$ cat src/rtl/gpio_pin_arbiter.sv
module gpio_pin_arbiter (
  input  logic       clk,
  input  logic       rst_n,
  input  logic [1:0] bus_addr,
  input  logic       bus_wr,
  input  logic [7:0] bus_wdata,
  output logic [7:0] bus_rdata,
  input  logic [7:0] pin_in,
  output logic [7:0] pin_out,
  output logic [7:0] pin_oe,
  output logic [7:0] pin_sync,
  input  logic       can0_en,
  input  logic       can0_tx,
  input  logic       can1_en,
  input  logic       can1_tx,
  input  logic       spi_en,
  input  logic       spi_bidir,
  input  logic [1:0] spi_oe,
  input  logic [1:0] spi_dout
);
  localparam logic [1:0] A_DATA = 2'd0;
  localparam logic [1:0] A_DIR  = 2'd1;
  localparam logic [1:0] A_IN   = 2'd2;

  logic [7:0] data_q, dir_q, meta_q, sync_q;
  logic       spi_own;

  always_ff @(posedge clk or negedge rst_n) begin
    if (!rst_n) begin
      data_q <= '0;
      dir_q  <= '0;
    end else if (bus_wr) begin
      if (bus_addr == A_DATA) data_q <= bus_wdata;
      if (bus_addr == A_DIR)  dir_q  <= bus_wdata;
    end
  end

  always_ff @(posedge clk or negedge rst_n) begin
    if (!rst_n) begin
      meta_q <= '0;
      sync_q <= '0;
    end else begin
      meta_q <= pin_in;
      sync_q <= meta_q;
    end
  end

  assign pin_sync = sync_q;
  assign spi_own  = spi_en && !spi_bidir;

  always_comb begin
    case (bus_addr)
      A_DATA:  bus_rdata = data_q;
      A_DIR:   bus_rdata = dir_q;
      A_IN:    bus_rdata = sync_q;
      default: bus_rdata = '0;
    endcase
  end

  always_comb begin
    pin_oe  = dir_q;
    pin_out = data_q;
    if (can0_en) begin
      pin_oe[0]  = 1'b0;
      pin_out[0] = 1'b0;
      pin_oe[1]  = 1'b1;
      pin_out[1] = can0_tx;
    end
    if (can1_en) begin
      pin_oe[2]  = 1'b0;
      pin_out[2] = 1'b0;
      pin_oe[3]  = 1'b1;
      pin_out[3] = can1_tx;
    end else if (spi_own) begin
      pin_oe[3:2]  = spi_oe;
      pin_out[3:2] = spi_dout;
    end
  end
endmodule

$ cat config.mk
export PLATFORM = sky130hd
export DESIGN_NAME = gpio_pin_arbiter
export DESIGN_NICKNAME = d
export VERILOG_FILES = /design/src/rtl/gpio_pin_arbiter.sv
export SDC_FILE = /design/constraint.sdc
export NUM_CORES = 1
export LEC_CHECK = 0
export ABC_AREA = 0
export BUFFER_PORTS_ARGS = -buffer_cell sky130_fd_sc_hd__clkbuf_2
export CAP_MARGIN = 20
export CORE_UTILIZATION = 30
export CTS_CLUSTER_SIZE = 8
export DETAILED_ROUTE_END_ITERATION = 6
export PLACE_DENSITY = 0.66
export SYNTH_ARGS = -nofsm -noshare
export SYNTH_HDL_FRONTEND = slang
export SYNTH_SLANG_ARGS = --single-unit
$ cat constraint.sdc
create_clock -name clk -period 1.4 [get_ports clk]
set_input_delay 0.28 -clock clk [delete_from_list [all_inputs] [get_ports clk]]
set_output_delay 0.28 -clock clk [all_outputs]
set_load 0.05 [all_outputs]
==> flow_metrics.tcl <==
set metrics [dict create \
    status "complete, but fails checks" \
    violations "setup timing" \
    clock_latency_ns 0.28 \
    initial_core_util_pct 31.0 \
    fill_cells 371 \
    drive_above_1_share_pct 79.4 \
    rsz0062_at_grt "yes" \
    crit_buf_inv 1 \
    crit_path_cell_trace "nor2b_4, a211o_2, clkbuf_16" \
    cts.sinks 32 \
    fin_nets 206 \
    wl_um 3230 \
    postRouteAntennaNets 0 \
    synth_top_area_share_pct 59.3 \
    dp_slack_ns -0.132 \
    leakagePower_nw 1.04 \
    skew_ns 0.000141 \
    worst_hold_path_type "in -> reg" \
    grt_start_max_net_pins 18 \
    cp_slowest_cell "dfrtp_1" \
    finalMaxSlewViolations 0 \
    cp_top_family "flip-flops" \
    r2r_cells 2 \
    cts-htree-levels 2 \
    netlist_area_um2 1350 \
    cp_num_cells 3 \
    drv_cap 0 \
    drc 0 \
    num_rows 24 \
    ys_ff_latch 32 \
    cts_tree "built" \
    slowest_delay_ns 0.38 \
    firstDrtPassIters 2 \
    syn_inst 101 \
    syn_to_final_growth_pct 70.6 \
    clock_path_buffers 2 \
    dpl_cell_area_um2 1930 \
    worstSetupPathType "reg -> out" \
    synth_cell_types 14 \
    cp_max_fo 2 \
    syn_avg_cell_area_um2 13.4 \
    design.die.area_um2 4780 \
    fmaxAchievable_mhz 661 \
    ys_seq_area_share_pct 59.3 \
    synth_area_leaders "dfrtp_1 59%, mux2_2 14%, mux2i_1 8.1%" \
    peakVddDrop_uv 704 \
    fin_crit_ns 1.51 \
    vias 1038 \
    report.power.total_mw 3.06 \
    gp_congestion 0.749 \
    ys_async_sr_fraction_pct 100 \
    cts-root-buf "clkbuf_8" \
    die_h_um 69.1 \
    worst_pin_slew_ns 0.460 \
    numCtsBuffers 5 \
    dp_hpwl_um 2410 \
    ios 63 \
    setup_viol 5 \
    finalCritPeriodShare_pct 108 \
    n_antenna_cell 0 \
    power_density_nw_per_um2 1330 \
    synth_edf_count 0 \
    holdWs_ns 0.102 \
    grt_usage_pct 15.0 \
    grt-ovfl-total 0 \
    die_w_um 69.1 \
    slew_headroom_pct 69.3 \
    wl_per_cell_um 14.2 \
    core_area_um2 4350 \
    cp-end-kind "output port" \
    fin_area_um2 2310 \
    yosys_warnings 0 \
    viasPerCell 4.57 \
    critical_path_arrival_ns 1.23 \
    numPortBuffers 62 \
    drt_iter0_markers 7 \
    cp-start-kind "flip-flop" \
    yosysTopAreaCell "dfrtp_1" \
    hold_viol 0 \
    final.setup.worst_slack_ns -0.112 \
    first_global_vias 1137 \
    syn_nets 132 \
    clk_pin_slew_ns 0.06 \
    grt_first_pass_wirelength_um 5580 \
    min_path_cells 1 \
    antenna_found_initial 0 \
    synth-main-ff-cell "dfrtp_1" \
    cp.required_ns 1.12 \
]
==> path summary, 6_finish.rpt <==
kind                                         end                  start  slack, ns
min reg2reg                pin_sync[3]$_DFF_PN0_    meta_q[3]$_DFF_PN0_       0.35
min                          meta_q[7]$_DFF_PN0_              pin_in[7]       0.10
min in group asynchronous  data_q[4]$_DFFE_PN0P_                  rst_n       0.48
max                                    pin_oe[3]   dir_q[3]$_DFFE_PN0P_      -0.11
max reg2reg                data_q[5]$_DFFE_PN0P_  data_q[5]$_DFFE_PN0P_       0.48
max in group asynchronous  pin_sync[1]$_DFF_PN0_                  rst_n       0.46
==> cells in the final DEF (no fill, tap or decap), drive strengths merged <==
cell type	n
a211o	1
buf	30
clkbuf	55
dfrtp	32
dlygate4sd3	1
mux2	17
mux2i	11
nand2	9
nand3b	1
nor2	2
nor2b	5
nor3b	1
o21ai	9
or2	1
==> what timing repair did <==
item | 4_1_cts | 5_1_grt
hold buffers | 1 | 0
hold endpoints to repair | 16 | 0
endpoints found under the setup margin | 14 | 16
buffers inserted | 6 | 0
gates resized for setup | 40 | 17
pin swaps | 2 | 1
==> cells in the mapped netlist, types with 2 or more instances <==
| cell type | number |
|---|---|
| nor2b_1 | 5 |
| nor2_1 | 2 |
| dfrtp_1 | 32 |
| mux2_2 | 17 |
| nand2_1 | 9 |
| clkbuf_1 | 2 |
| mux2i_1 | 11 |
| buf_4 | 9 |
| o21ai_0 | 9 |
==> registers in the layout (all words and copies together) (netlist names) <==
register / flops
data_q: 8
dir_q: 8
meta_q: 8
pin_sync: 8
==> cell families after synthesis <==
logic type / Yosys count / synth area share, %
DFF: 32 / 59.3
muxes: 28 / 22.3
and+or+nand+nor: 19 / 8.06
buffers and inverters: 12 / 6.39
AOI/OAI and AO/OA: 10 / 3.98
==> routing by layer <==
metal | vias up | wire (um) | track usage (%) | share of wire [%]
met4 | 0 | 37 | 4.31 | 1.1
met3 | 6 | 195 | 4.97 | 6.0
met1 | 499 | 1240 | 16.8 | 38
met5 | - | 0 | 0 | 0
met2 | 47 | 1750 | 26.9 | 54
li1 | 486 | - | - | -
==> layout make-up <==
type	count	area [um^2]	area share (%)
timing repair buffer	79	646	28.0
tap	52	65.1	2.82
clock buffer	7	96.3	4.18
sequential	32	810	35.1
multi-input combinational	57	689	29.9
==> through the flow <==
step	TNS [ns]	std cells	util, %
floorplan	-0.0361	101	-
global placement	-0.429	213	44.3
detailed placement	-0.594	213	44.3
CTS	-0.477	227	51.9
global route	-0.614	227	53.0
finish	-0.174	227	53.0
==> power breakdown <==
group          leakage, nW  internal (mW)  switching (mW)
clock network       0.0503          0.437           0.304
registers            0.369           1.04          0.0955
logic                0.625          0.502           0.684
total                 1.04           1.98            1.08
(Power assumes the default switching activity.)
